## src/rtl/i2cw_pkg.sv

```systemverilog
package i2cw_pkg;
  typedef enum logic [2:0] {
    ST_IDLE,
    ST_RX,
    ST_ACK_WAIT,
    ST_ACK,
    ST_IGNORE
  } state_e;

  typedef enum logic [1:0] {
    PH_ADDR,
    PH_PTR,
    PH_DATA,
    PH_EXTRA
  } phase_e;
endpackage

```

## src/rtl/i2cw_sync.sv

```systemverilog
module i2cw_sync #(
  parameter int SYNC_STAGES = 2
) (
  input  logic clk,
  input  logic rst_n,
  input  logic scl_i,
  input  logic sda_i,
  output logic scl_rise,
  output logic scl_fall,
  output logic start_det,
  output logic stop_det,
  output logic sda_bit
);
  localparam int PIPE = SYNC_STAGES + 1;

  logic [PIPE-1:0] scl_p, sda_p;

  always_ff @(posedge clk or negedge rst_n) begin
    if (!rst_n) begin
      scl_p <= '1;
      sda_p <= '1;
    end else begin
      scl_p <= {scl_p[PIPE-2:0], scl_i};
      sda_p <= {sda_p[PIPE-2:0], sda_i};
    end
  end

  // stage SYNC_STAGES-1 is the synchronized value, stage PIPE-1 its previous cycle
  logic scl_s, scl_d, sda_s, sda_d;
  assign scl_s = scl_p[SYNC_STAGES-1];
  assign scl_d = scl_p[PIPE-1];
  assign sda_s = sda_p[SYNC_STAGES-1];
  assign sda_d = sda_p[PIPE-1];

  assign scl_rise  = scl_s & ~scl_d;
  assign scl_fall  = ~scl_s & scl_d;
  assign start_det = scl_s & scl_d & sda_d & ~sda_s;
  assign stop_det  = scl_s & scl_d & ~sda_d & sda_s;
  assign sda_bit   = sda_s;
endmodule

```

## src/rtl/i2cw_ctrl.sv

```systemverilog
module i2cw_ctrl
  import i2cw_pkg::*;
#(
  parameter logic [6:0]          TGT_ADDR = 7'h48,
  parameter int                  NUM_REGS = 8,
  parameter int                  IDX_W    = 3,
  parameter logic [NUM_REGS-1:0] WR_MASK  = '1
) (
  input  logic             clk,
  input  logic             rst_n,
  input  logic             scl_rise,
  input  logic             scl_fall,
  input  logic             start_det,
  input  logic             stop_det,
  input  logic             sda_bit,
  output logic             sda_oe,
  output logic             wr_stb,
  output logic [IDX_W-1:0] wr_idx,
  output logic [7:0]       wr_data
);
  localparam logic [8:0]   NREG9   = 9'(NUM_REGS);
  localparam logic [255:0] MASK256 = 256'(WR_MASK);

  state_e     state;
  phase_e     phase;
  logic [2:0] bitcnt;
  logic [6:0] shreg;
  logic [7:0] ptr;
  logic [7:0] byte_now;
  logic       ptr_ok;

  assign byte_now = {shreg, sda_bit};
  assign ptr_ok   = ({1'b0, ptr} < NREG9) && MASK256[ptr];
  assign sda_oe   = (state == ST_ACK);

  always_ff @(posedge clk or negedge rst_n) begin
    if (!rst_n) begin
      state   <= ST_IDLE;
      phase   <= PH_ADDR;
      bitcnt  <= '0;
      shreg   <= '0;
      ptr     <= '0;
      wr_stb  <= 1'b0;
      wr_idx  <= '0;
      wr_data <= '0;
    end else begin
      wr_stb <= 1'b0;
      if (start_det) begin
        state  <= ST_RX;
        phase  <= PH_ADDR;
        bitcnt <= '0;
      end else if (stop_det) begin
        state <= ST_IDLE;
      end else begin
        case (state)
          ST_RX: if (scl_rise) begin
            shreg  <= byte_now[6:0];
            bitcnt <= bitcnt + 3'd1;
            if (bitcnt == 3'd7) begin
              case (phase)
                PH_ADDR: begin
                  if (byte_now[7:1] == TGT_ADDR && !byte_now[0]) begin
                    state <= ST_ACK_WAIT;
                    phase <= PH_PTR;
                  end else begin
                    state <= ST_IGNORE;
                  end
                end
                PH_PTR: begin
                  ptr   <= byte_now;
                  state <= ST_ACK_WAIT;
                  phase <= PH_DATA;
                end
                PH_DATA: begin
                  if (ptr_ok) begin
                    wr_stb  <= 1'b1;
                    wr_idx  <= ptr[IDX_W-1:0];
                    wr_data <= byte_now;
                    state   <= ST_ACK_WAIT;
                    phase   <= PH_EXTRA;
                  end else begin
                    state <= ST_IGNORE;
                  end
                end
                default: state <= ST_IGNORE;
              endcase
            end
          end
          ST_ACK_WAIT: if (scl_fall) state <= ST_ACK;
          ST_ACK: if (scl_fall) begin
            state  <= ST_RX;
            bitcnt <= '0;
          end
          default: ;
        endcase
      end
    end
  end
endmodule

```

## src/rtl/i2cw_regs.sv

```systemverilog
module i2cw_regs #(
  parameter int                    NUM_REGS = 8,
  parameter int                    IDX_W    = 3,
  parameter logic [NUM_REGS-1:0]   WR_MASK  = '1,
  parameter logic [NUM_REGS*8-1:0] REG_INIT = '0
) (
  input  logic                  clk,
  input  logic                  rst_n,
  input  logic                  we,
  input  logic [IDX_W-1:0]      widx,
  input  logic [7:0]            wdata,
  output logic [NUM_REGS*8-1:0] reg_flat
);
  for (genvar i = 0; i < NUM_REGS; i++) begin : g_reg
    if (WR_MASK[i]) begin : g_rw
      logic [7:0] q;
      always_ff @(posedge clk or negedge rst_n) begin
        if (!rst_n)                            q <= REG_INIT[i*8 +: 8];
        else if (we && widx == IDX_W'(i))      q <= wdata;
      end
      assign reg_flat[i*8 +: 8] = q;
    end else begin : g_ro
      assign reg_flat[i*8 +: 8] = REG_INIT[i*8 +: 8];
    end
  end
endmodule

```

## src/rtl/i2c_reg_writer.sv

```systemverilog
module i2c_reg_writer #(
  parameter logic [6:0]            TGT_ADDR    = 7'h48,
  parameter int                    NUM_REGS    = 8,
  parameter logic [NUM_REGS-1:0]   WR_MASK     = 8'hF6,
  parameter logic [NUM_REGS*8-1:0] REG_INIT    = '0,
  parameter int                    SYNC_STAGES = 2,
  localparam int                   IDX_W       = (NUM_REGS > 1) ? $clog2(NUM_REGS) : 1
) (
  input  logic                  clk,
  input  logic                  rst_n,
  input  logic                  scl_i,
  input  logic                  sda_i,
  output logic                  sda_oe,
  output logic [NUM_REGS*8-1:0] reg_flat,
  output logic                  wr_stb,
  output logic [IDX_W-1:0]      wr_idx,
  output logic [7:0]            wr_data
);
  logic scl_rise, scl_fall, start_det, stop_det, sda_bit;

  i2cw_sync #(.SYNC_STAGES(SYNC_STAGES)) u_sync (
    .clk       (clk),
    .rst_n     (rst_n),
    .scl_i     (scl_i),
    .sda_i     (sda_i),
    .scl_rise  (scl_rise),
    .scl_fall  (scl_fall),
    .start_det (start_det),
    .stop_det  (stop_det),
    .sda_bit   (sda_bit)
  );

  i2cw_ctrl #(
    .TGT_ADDR (TGT_ADDR),
    .NUM_REGS (NUM_REGS),
    .IDX_W    (IDX_W),
    .WR_MASK  (WR_MASK)
  ) u_ctrl (
    .clk       (clk),
    .rst_n     (rst_n),
    .scl_rise  (scl_rise),
    .scl_fall  (scl_fall),
    .start_det (start_det),
    .stop_det  (stop_det),
    .sda_bit   (sda_bit),
    .sda_oe    (sda_oe),
    .wr_stb    (wr_stb),
    .wr_idx    (wr_idx),
    .wr_data   (wr_data)
  );

  i2cw_regs #(
    .NUM_REGS (NUM_REGS),
    .IDX_W    (IDX_W),
    .WR_MASK  (WR_MASK),
    .REG_INIT (REG_INIT)
  ) u_regs (
    .clk      (clk),
    .rst_n    (rst_n),
    .we       (wr_stb),
    .widx     (wr_idx),
    .wdata    (wr_data),
    .reg_flat (reg_flat)
  );
endmodule

```

## config.mk

```make
export PLATFORM = sky130hd
export DESIGN_NAME = i2c_reg_writer
export DESIGN_NICKNAME = d
export VERILOG_FILES = /design/src/rtl/i2cw_pkg.sv /design/src/rtl/i2cw_sync.sv /design/src/rtl/i2cw_ctrl.sv /design/src/rtl/i2cw_regs.sv /design/src/rtl/i2c_reg_writer.sv
export SDC_FILE = /design/constraint.sdc
export NUM_CORES = 1
export LEC_CHECK = 0
export BUFFER_PORTS_ARGS = -buffer_cell sky130_fd_sc_hd__buf_2
export CORE_AREA = 8 8 102 114
export CTS_BUF_LIST = sky130_fd_sc_hd__clkbuf_8
export DETAILED_ROUTE_END_ITERATION = 8
export DIE_AREA = 0 0 110 122
export GPL_TIMING_DRIVEN = 0
export SLEW_MARGIN = 20
export SYNTH_ARGS = -nofsm -noshare
export SYNTH_HDL_FRONTEND = slang
export SYNTH_HIERARCHICAL = 1
export SYNTH_SLANG_ARGS = --single-unit
export TNS_END_PERCENT = 100
```

## constraint.sdc

```tcl
create_clock -name clk -period 2.3 [get_ports clk]
set_input_delay 0.345 -clock clk [delete_from_list [all_inputs] [get_ports clk]]
set_output_delay 0.345 -clock clk [all_outputs]
set_load 0.005 [all_outputs]
```

==> reports/metrics.json, run 1 <==
{
  "synth": {
    "avgSynthCellArea_um2": 15.1,
    "synth_edf_count": 0,
    "netlist_top_cells_area": "dfrtp_1 (55%), mux2_2 (15%), mux2_1 (7.1%)",
    "synthDominantCellAreaShare": 0.549,
    "yosysMostFrequentCell": "dfrtp_1",
    "postSynthRegisterBits": 89,
    "post_synth_most_frequent_cells": "dfrtp_1 (83), mux2_2 (51), mux2_1 (24)",
    "post_synth_inst_count": 250,
    "synthesis.yosys.warnings": 6,
    "syn_area_um2": 3780,
    "leading_register_cell_type_out_of_synthesis": "dfrtp_1",
    "synth_sequential_area_ratio": 0.590,
    "synth_top_area_cell": "dfrtp_1",
    "ys_async_sr_fraction": 1.00,
    "ys_types": 39
  },
  "setup_path": {
    "timing.critical_path.cells": "and4b_1 > nor2_2 > nand3_1 > nor2_2 > buf_4 > mux2_2",
    "ff_to_ff_setup_slack_ps": 180,
    "arrival_ps": 2350,
    "cp_slowest_cell": "dfstp_2",
    "cpLargestDelayFamily": "simple AND/OR/NAND/NOR gates",
    "worst-setup-path-type": "reg -> reg",
    "setup.worst_path.start_class": "flop",
    "worst_r2r_endpoint": "u_ctrl/wr_data[2]",
    "critPathMaxFanout": 10,
    "critPathMaxStageDelay_ps": 620,
    "path_buf_inv": 1,
    "critical_path.endpoint_type": "flop",
    "timing.reg2reg.worst_path_depth": 6,
    "cp_common_cell": "nor2_2",
    "regToRegStartpoint": "u_sync/sda_p[1]",
    "critPathRequiredTime_ps": 2530
  },
  "global_route": {
    "grt_start_max_net_pins": 46,
    "grt_pass1_vias": 2320,
    "number_of_antenna_violations_at_the_first_check_in_global_routing": 0,
    "grt_first_pass_wirelength_mm": 11.9,
    "grt_remaining_overflow": 0,
    "grt_usage": 0.114
  },
  "drt": {
    "vias": 2239,
    "detail_route.wirelength_mm": 7.25,
    "drt-wirelength-per-cell_um": 15.5,
    "drt_pass1_iterations": 4,
    "detail_route.drc_violations": 0,
    "initialDrtViolationCount": 84,
    "drt-vias-per-instance": 4.79,
    "drt.antenna.violating_nets": 0
  },
  "worst_hold_path": {
    "hold_path_class": "in -> reg",
    "min-delay-start": "scl_i",
    "holdPathStages": 1,
    "whs_endpoint": "u_sync/scl_p[0]"
  },
  "finish": {
    "final_cell_count_no_fill": 467,
    "final_util": 0.474,
    "layout.nets": 352,
    "nFillCells": 874,
    "area_growth_syn_to_layout_pct": 21.0,
    "drive_gt1_frac": 0.493,
    "total_area_of_multi_input_combinational_cells_um2": 1440,
    "seqCellArea_um2": 2230,
    "antennaDiodeCount": 0
  },
  "timing": {
    "setup_repair_after_global_routing_missed_its_margin": "false",
    "final.min_clock_period_ps": 2120,
    "drv_slew": 0,
    "fin_setup_tns_ps": 0,
    "final.setup_skew_ps": 11.0,
    "max_freq_ghz": 0.471,
    "timing.max_slew.rel_slack": 0.605,
    "finalCritPeriodShare": 0.922,
    "timing.final.setup_violations": 0,
    "tightest_slew_ps": 592,
    "hold_violations": 0,
    "hold_ws_ps": 84.0
  },
  "floorplanning": {
    "io_pins": 81,
    "die_area_um2": 13400,
    "initial_core_util": 0.392,
    "die_w_um": 110,
    "core_area_um2": 9650,
    "num_rows": 38,
    "die_height_um": 122
  },
  "clocking": {
    "clock_sink_count": 89,
    "cts_tree": "done",
    "ctsRootBufferMaster": "clkbuf_8",
    "worst_skew_pair.late_latency_ps": 350,
    "clk_transition_reported_paths_ps": 80,
    "cts_max_level": 3,
    "cts_buffers": 9,
    "cts_post_setup_buffers_inserted": 0,
    "clock_path_buffers": 2
  },
  "placed_design": {
    "dp.final_hpwl_mm": 5.35,
    "io_buffer_count": 64,
    "routabilityCongestion": 0.762,
    "placedCellCount": 450
  },
  "pwr": {
    "worst_supply_voltage_drop_on_vdd_mv": 0.318,
    "power_density_nw_per_um2": 628,
    "power.leakage_nw": 2.56
  },
  "job": {
    "drv_cap": 0
  },
  "outcome": {
    "status": "finished, final reports clean"
  }
}
[through the flow]
stage	power [mW]	setup slack (ps)	instance area [µm²]
after detailed placement	1.74	46.9	4340
after global routing	3.00	58.1	4580
after floorplan	1.69	332	3840
after global placement	1.73	72.2	4310
final	2.88	179	4580
after CTS	2.93	17.1	4570
[logic make-up (layout without fill, tap and decap cells)]
| family | Yosys count | after routing | synth area share |
|---|---|---|---|
| flip-flops | 89 | 89 | 0.590 |
| multiplexers | 78 | 78 | 0.232 |
| AND/OR/NAND/NOR | 33 | 33 | 0.0737 |
| buffers and inverters | 27 | 109 | 0.0460 |
| AO/OA/AOI/OAI | 15 | 15 | 0.0344 |
| adder cells (fa/ha/maj) | 6 | 6 | 0.0198 |
| other | 1 | 16 | 0.000991 |
| XOR/XNOR | 1 | 1 | 0.00231 |
[state kept, by name, summed over array words and instances (netlist names)]
register / count
u_sync/sda_p: 3
u_ctrl/wr_idx: 3
u_ctrl/phase: 2
u_ctrl/bitcnt: 3
u_sync/scl_p: 3
u_ctrl/wr_stb: 1
u_ctrl/wr_data: 8
u_ctrl/ptr: 8
u_regs/g.g_rw.q: 48
u_ctrl/state: 3
u_ctrl/shreg: 7
[layout by cell type, fill, tap and decap left out, drive strengths merged, types with 2 or more instances in the layout]
cell type,instances
nor4b,3
dfrtp,83
conb,16
and4bb,4
a21oi,2
a31oi,2
nor2,6
nand4b,2
nor3,2
ha,6
buf,87
mux2,76
bufinv,2
a22o,2
and4b,2
clkbuf,10
mux2i,2
nor2b,2
nand2,5
inv,7
a211oi,2
dfstp,6
nand3,3
[where the power goes]
group	internal (mW)	switching, mW	leakage, nW
Sequential	1.59	0.0259	1.22
Clock	0.636	0.526	0.115
Combinational	0.0454	0.0540	1.22
[worst max-delay path by stage]
stage / from / to / depth (start not counted)
3_3_place_gp: u_sync/sda_p[1] / u_ctrl/wr_data[1] / 6
2_1_floorplan: u_sync/sda_p[1] / u_ctrl/wr_data[1] / 6
6_report: u_sync/sda_p[1] / u_ctrl/wr_data[2] / 6
4_1_cts: u_sync/sda_p[1] / u_ctrl/wr_data[2] / 6
3_5_place_dp: u_sync/sda_p[1] / u_ctrl/wr_data[2] / 6
5_1_grt: u_sync/sda_p[1] / u_ctrl/wr_data[3] / 6
[layout make-up]
cell class,count,share of cell area
timing repair buffer,66,0.0787
clock inverter,6,0.0183
sequential,89,0.488
tap,120,0.0328
clock buffer,10,0.0301
buffer,22,0.0339
multi-input combinational,149,0.314
inverter,5,0.00410
[what timing repair did]
item / 4_1_cts / 5_1_grt
setup endpoints to repair: 0 / 9
resized for setup: 0 / 2
hold buffers: 1 / 0
endpoints found under the hold margin: 5 / 0
[layer usage]
| metal | up-vias | global-route usage | share of wire |
|---|---|---|---|
| met5 | - | 0 | 0 |
| met4 | 0 | 0.0558 | 0.019 |
| met3 | 11 | 0.0317 | 0.073 |
| met2 | 58 | 0.183 | 0.48 |
| met1 | 1117 | 0.137 | 0.43 |
| li1 | 1053 | - | - |
Power figures use the tool's default switching activity.
==> inputs of run 2 (changes only) <==
- ABC_AREA: unset -> 1
- CORE_AREA: 8 8 102 114 -> 8 8 105 116
- DIE_AREA: 0 0 110 122 -> 0 0 113 124
==> reports/metrics.json, run 2 <==
{
  "finish": {
    "largestRegisters": "u_regs/g.g_rw.q: 48 flops, u_ctrl/ptr: 8 flops, u_ctrl/wr_data: 8 flops",
    "antennaDiodeCount": 0,
    "nFillCells": 1023,
    "drive_gt1_frac": 0.275,
    "largest_register_ffs": 48,
    "final_util": 0.464,
    "layout_common_cells": "nand2_1 (175), dfrtp_1 (83), buf_2 (64)",
    "area_growth_syn_to_layout_pct": 19.0,
    "registers.top_by_ff_count": "u_regs/g.g_rw.q",
    "layout.nets": 547,
    "commonest_non_fill_non_tap_cell_in_the_layout": "nand2_1",
    "finish.instance_area_um2": 4750
  },
  "global_route": {
    "grt_usage": 0.129,
    "grt_start_max_net_pins": 50,
    "grt_first_pass_wirelength_mm": 14.4,
    "number_of_antenna_violations_at_the_first_check_in_global_routing": 0,
    "grt_pass1_vias": 2831,
    "grt_remaining_overflow": 0
  },
  "timing": {
    "hold_ws_ps": -9.66,
    "timing.final.setup_violations": 0,
    "drv_slew": 0,
    "max_freq_ghz": 0.539,
    "finalCritPeriodShare": 0.807,
    "finalWorstSetupSlack_ps": 443,
    "setup_repair_after_global_routing_missed_its_margin": "false",
    "tightest_slew_ps": 636,
    "hold_violations": 9,
    "final.min_clock_period_ps": 1860,
    "final.setup_skew_ps": 12.7,
    "timing.max_slew.rel_slack": 0.576,
    "fin_setup_tns_ps": 0
  },
  "synth": {
    "yosysMostFrequentCell": "nand2_1",
    "synthesis.yosys.warnings": 6,
    "synthDominantCellAreaShare": 0.520,
    "syn_area_um2": 3990,
    "leading_register_cell_type_out_of_synthesis": "dfrtp_1",
    "post_synth_inst_count": 446,
    "ys_async_sr_fraction": 1.00,
    "synth_edf_count": 0,
    "netlist_top_cells_area": "dfrtp_1 (52%), nand2_1 (16%), nand3_1 (4.1%)",
    "synth_sequential_area_ratio": 0.560,
    "post_synth_most_frequent_cells": "nand2_1 (175), dfrtp_1 (83), nand3_1 (33)",
    "synth_top_area_cell": "dfrtp_1",
    "postSynthRegisterBits": 89,
    "avgSynthCellArea_um2": 8.95,
    "ys_types": 26
  },
  "placed_design": {
    "dp.final_hpwl_mm": 6.41,
    "io_buffer_count": 64,
    "routabilityCongestion": 0.809,
    "post_dp_cell_area_um2": 4550,
    "post_placement_worst_setup_slack_ps": 435
  },
  "pwr": {
    "power_density_nw_per_um2": 657,
    "worst_supply_voltage_drop_on_vdd_mv": 0.369,
    "power.leakage_nw": 2.77
  },
  "drt": {
    "drt.antenna.violating_nets": 0,
    "initialDrtViolationCount": 193,
    "drt_pass1_iterations": 4,
    "vias": 3058,
    "drt-wirelength-per-cell_um": 13.2,
    "detail_route.wirelength_mm": 8.76,
    "detail_route.drc_violations": 0,
    "drt-vias-per-instance": 4.60
  },
  "clocking": {
    "ctsResizeCount": 0,
    "post_cts_hold_buffers": 0,
    "cts_max_level": 3,
    "cts_buffers": 9,
    "cts_post_setup_buffers_inserted": 0,
    "ctsRootBufferMaster": "clkbuf_8",
    "clock_sink_count": 89,
    "cts_tree": "done",
    "worst_skew_pair.late_latency_ps": 360,
    "clk_transition_reported_paths_ps": 90,
    "clock_path_buffers": 2
  },
  "outcome": {
    "violations": "negative hold slack",
    "status": "finished, violations left"
  },
  "floorplanning": {
    "die_area_um2": 14000,
    "die_height_um": 124,
    "core_area_um2": 10200,
    "num_rows": 39,
    "die_w_um": 113,
    "io_pins": 81,
    "initial_core_util": 0.390
  },
  "setup_path": {
    "critical_path.endpoint_type": "flop",
    "worst_r2r_endpoint": "u_ctrl/shreg[4]",
    "setup.worst_path.start_class": "flop",
    "cp_slowest_cell": "dfstp_2",
    "ff_to_ff_setup_slack_ps": 440,
    "arrival_ps": 2080,
    "critPathRequiredTime_ps": 2520,
    "worst-setup-path-type": "reg -> reg",
    "regToRegStartpoint": "u_sync/scl_p[1]",
    "crit_path_end": "u_ctrl/shreg[4]",
    "timing.critical_path.cells": "nand2_1 > nor2_1 > nor2_2 > nand3_1 > clkbuf_1 > o21ai_0",
    "cp-startpoint": "u_sync/scl_p[1]",
    "timing.reg2reg.worst_path_depth": 6,
    "critPathMaxStageDelay_ps": 560,
    "critPathMaxFanout": 10
  },
  "job": {
    "drv_cap": 0
  },
  "worst_hold_path": {
    "hold_path_class": "in -> async"
  }
}
-- run 2: cell count changes after synthesis, moves of 11 or more --
cell	previous run	this run
inv_1	5	31
o21ai_0	1	24
nand2_1	5	175
nand3_1	2	33
mux2_2	51	0
o21ai_2	0	11
mux2_1	24	0
nor2_1	6	20
-- run 2: layout make-up --
| type | count | area, µm² | share of cell area |
|---|---|---|---|
| clock inverter | 6 | 67.6 | 0.0142 |
| sequential | 89 | 2230 | 0.470 |
| buffer | 23 | 185 | 0.0390 |
| clock buffer | 10 | 138 | 0.0290 |
| timing repair buffer | 65 | 343 | 0.0722 |
| multi-input combinational | 315 | 1500 | 0.316 |
| tap | 123 | 154 | 0.0324 |
| inverter | 34 | 128 | 0.0269 |
-- run 2: worst min-delay path by stage --
stage / from / to / depth (start not counted)
detailed placement: u_sync/scl_p[0] / u_sync/scl_p[1] / 0
finish: rst_n / u_regs/g_reg[7].g_rw.q[2] / 1
floorplan: rst_n / u_ctrl/bitcnt[0] / 0
global route: rst_n / u_regs/g_reg[4].g_rw.q[2] / 1
CTS: rst_n / u_regs/g_reg[4].g_rw.q[2] / 1
global placement: u_sync/scl_p[0] / u_sync/scl_p[1] / 0
-- run 2: per-stage QoR --
| stage | hold WS [ps] | std cells | power, mW |
|---|---|---|---|
| floorplan | 49.4 | 461 | 1.96 |
| global placement | 346 | 648 | 2.05 |
| detailed placement | 347 | 649 | 2.06 |
| CTS | 1.28 | 665 | 3.17 |
| global route | 29.9 | 665 | 3.30 |
| finish | -9.66 | 665 | 3.12 |
-- run 2: routing by layer --
layer  share of wire  vias up  GRT usage
met5               0        -          0
met3           0.071        8     0.0398
met1            0.45     1432      0.161
met2            0.47       79      0.209
li1                -     1539          -
met4           0.013        0     0.0475
-- run 2: critical path, delay by kind of cell, from the launching register on --
family          cells  cell delay [ps]
compound gates      1              140
buf+inv             1              340
flops               1              560
simple gates        4              700
-- run 2: power by group --
part | leakage, nW | switching (mW) | internal [mW]
clock | 0.104 | 0.559 | 0.536
combinational | 1.45 | 0.223 | 0.122
sequential | 1.21 | 0.0501 | 1.63
-- run 2: logic make-up (layout without fill, tap and decap cells) --
family	after synthesis	after routing	share of synthesized area
AO/OA/AOI/OAI	36	36	0.0561
adder cells (fa/ha/maj)	6	6	0.0188
buffers and inverters	57	138	0.0783
flip-flops	89	89	0.560
other	1	16	0.000939
AND/OR/NAND/NOR	257	257	0.286
==> inputs of run 3 (changes only) <==
- clock period: 2.3 -> 1.8 ns (I/O delays scaled with it)
==> reports/metrics.json, run 3 (synthesized netlist as in run 2, its figures left out) <==
{
  "outcome": {
    "status": "finished, final reports clean"
  },
  "pwr": {
    "power.leakage_nw": 2.81,
    "power_density_nw_per_um2": 827,
    "worst_supply_voltage_drop_on_vdd_mv": 0.473
  },
  "clocking": {
    "clock_sink_count": 89,
    "cts_tree": "done",
    "ctsRootBufferMaster": "clkbuf_8",
    "cts_max_level": 3,
    "worst_skew_pair.late_latency_ps": 360,
    "clk_transition_reported_paths_ps": 80,
    "clock_path_buffers": 2,
    "cts_buffers": 9
  },
  "finish": {
    "drive_gt1_frac": 0.287,
    "largestRegisters": "u_regs/g.g_rw.q: 48 flops, u_ctrl/ptr: 8 flops, u_ctrl/wr_data: 8 flops",
    "largest_register_ffs": 48,
    "layout_common_cells": "nand2_1 (173), dfrtp_1 (83), buf_2 (64)",
    "area_growth_syn_to_layout_pct": 21.3,
    "registers.top_by_ff_count": "u_regs/g.g_rw.q",
    "total_area_of_multi_input_combinational_cells_um2": 1520,
    "antennaDiodeCount": 0,
    "seqCellArea_um2": 2230,
    "layout.nets": 552,
    "commonest_non_fill_non_tap_cell_in_the_layout": "nand2_1",
    "nFillCells": 1015
  },
  "floorplanning": {
    "die_height_um": 124,
    "core_area_um2": 10200,
    "num_rows": 39,
    "die_area_um2": 14000,
    "initial_core_util": 0.390,
    "die_w_um": 113,
    "io_pins": 81
  },
  "setup_path": {
    "critPathMaxFanout": 6,
    "cp-startpoint": "u_sync/sda_p[1]",
    "crit_path_end": "u_ctrl/wr_data[3]",
    "regToRegStartpoint": "u_sync/sda_p[1]",
    "setup.worst_path.start_class": "flop",
    "ff_to_ff_setup_slack_ps": 80,
    "critPathRequiredTime_ps": 2050,
    "critical_path.endpoint_type": "flop",
    "timing.reg2reg.worst_path_depth": 10,
    "arrival_ps": 1970,
    "worst-setup-path-type": "reg -> reg",
    "worst_r2r_endpoint": "u_ctrl/wr_data[3]"
  },
  "placed_design": {
    "dp.final_hpwl_mm": 6.41,
    "routabilityCongestion": 0.809,
    "post_placement_worst_setup_slack_ps": -65.5,
    "io_buffer_count": 64
  },
  "timing": {
    "max_freq_ghz": 0.580,
    "timing.final.setup_violations": 0,
    "drv_slew": 0,
    "finalWorstSetupSlack_ps": 76.9,
    "finalCritPeriodShare": 0.957,
    "setup_repair_after_global_routing_missed_its_margin": "false",
    "fin_setup_tns_ps": 0,
    "final.setup_skew_ps": 13.1,
    "tightest_slew_ps": 633,
    "timing.max_slew.rel_slack": 0.578,
    "final.min_clock_period_ps": 1720,
    "hold_violations": 0
  },
  "drt": {
    "initialDrtViolationCount": 189,
    "drt-wirelength-per-cell_um": 13.2,
    "drt_pass1_iterations": 4,
    "drt-vias-per-instance": 4.64,
    "vias": 3107,
    "detail_route.wirelength_mm": 8.87,
    "drt.antenna.violating_nets": 0,
    "detail_route.drc_violations": 0
  },
  "global_route": {
    "grt_remaining_overflow": 0,
    "grt_usage": 0.130,
    "grt_pass1_vias": 2846,
    "grt_start_max_net_pins": 50,
    "grt_first_pass_wirelength_mm": 14.5,
    "number_of_antenna_violations_at_the_first_check_in_global_routing": 0
  },
  "job": {
    "drv_cap": 0
  },
  "worst_hold_path": {
    "hold_path_class": "reg -> reg"
  }
}
## run 3: changes by cell type in the layout (fill, tap and decap cells not counted), sizes merged
cell,previous run,this run
buf,87,88
clkbuf,11,12
dlygate4sd3,0,3
## run 3: report_power, final
group	leakage, nW	internal [mW]	switching [mW]
Clock	0.104	0.684	0.721
Combinational	1.49	0.163	0.288
Sequential	1.21	2.09	0.0642
## run 3: layout make-up
| type | count | area share |
|---|---|---|
| Sequential cell | 89 | 0.461 |
| Multi-Input combinational cell | 315 | 0.315 |
| Timing Repair Buffer | 70 | 0.0837 |
| Buffer | 23 | 0.0400 |
| Tap cell | 123 | 0.0318 |
| Clock buffer | 10 | 0.0284 |
| Inverter | 34 | 0.0263 |
| Clock inverter | 6 | 0.0139 |
## run 3: worst min path at each step
stage | start | to | cells past startpoint
floorplan | rst_n | u_ctrl/bitcnt[0] | 0
global placement | u_sync/scl_p[0] | u_sync/scl_p[1] | 0
detailed placement | rst_n | u_regs/g_reg[4].g_rw.q[2] | 1
CTS | u_sync/scl_p[0] | u_sync/scl_p[1] | 0
global route | u_sync/scl_p[0] | u_sync/scl_p[1] | 0
finish | u_sync/sda_p[0] | u_sync/sda_p[1] | 0
## run 3: timing repair
action / in CTS / in global routing
pin swaps: 1 / 0
hold buffers: 3 / 0
gates cloned: 0 / 1
endpoints found under the setup margin: 24 / 31
hold endpoints to repair: 44 / 0
buffers inserted: 1 / 0
gates resized for setup: 1 / 10
## run 3: metal layers
metal,part of all wire,up-vias,track usage,wire (µm)
met2,0.47,79,0.211,4180
met3,0.071,8,0.0403,627
met5,0,-,0,0
met1,0.44,1472,0.160,3940
li1,-,1548,-,-
met4,0.013,0,0.0475,114
## run 3: per-stage QoR
stage | cell area [µm²] | hold WS [ps] | instances | power [mW] | util
global route | 4840 | 362 | 670 | 4.22 | 0.473
CTS | 4790 | 360 | 669 | 4.06 | 0.467
finish | 4840 | 358 | 670 | 4.01 | 0.473
floorplan | 4050 | -25.6 | 461 | 2.50 | -
detailed placement | 4550 | 337 | 649 | 2.63 | 0.444
global placement | 4520 | 346 | 648 | 2.62 | 0.441
## run 3: critical path, cell delays in order (launching register included)
cell and delay [ps]:
dfstp_2 570, inv_1 40, nand2_1 60, nor2_2 60, nor2_4 110, nand4_2 110, or2_1 260, buf_6 140
clkbuf_16 150, nand2_2 50, o21ai_2 50
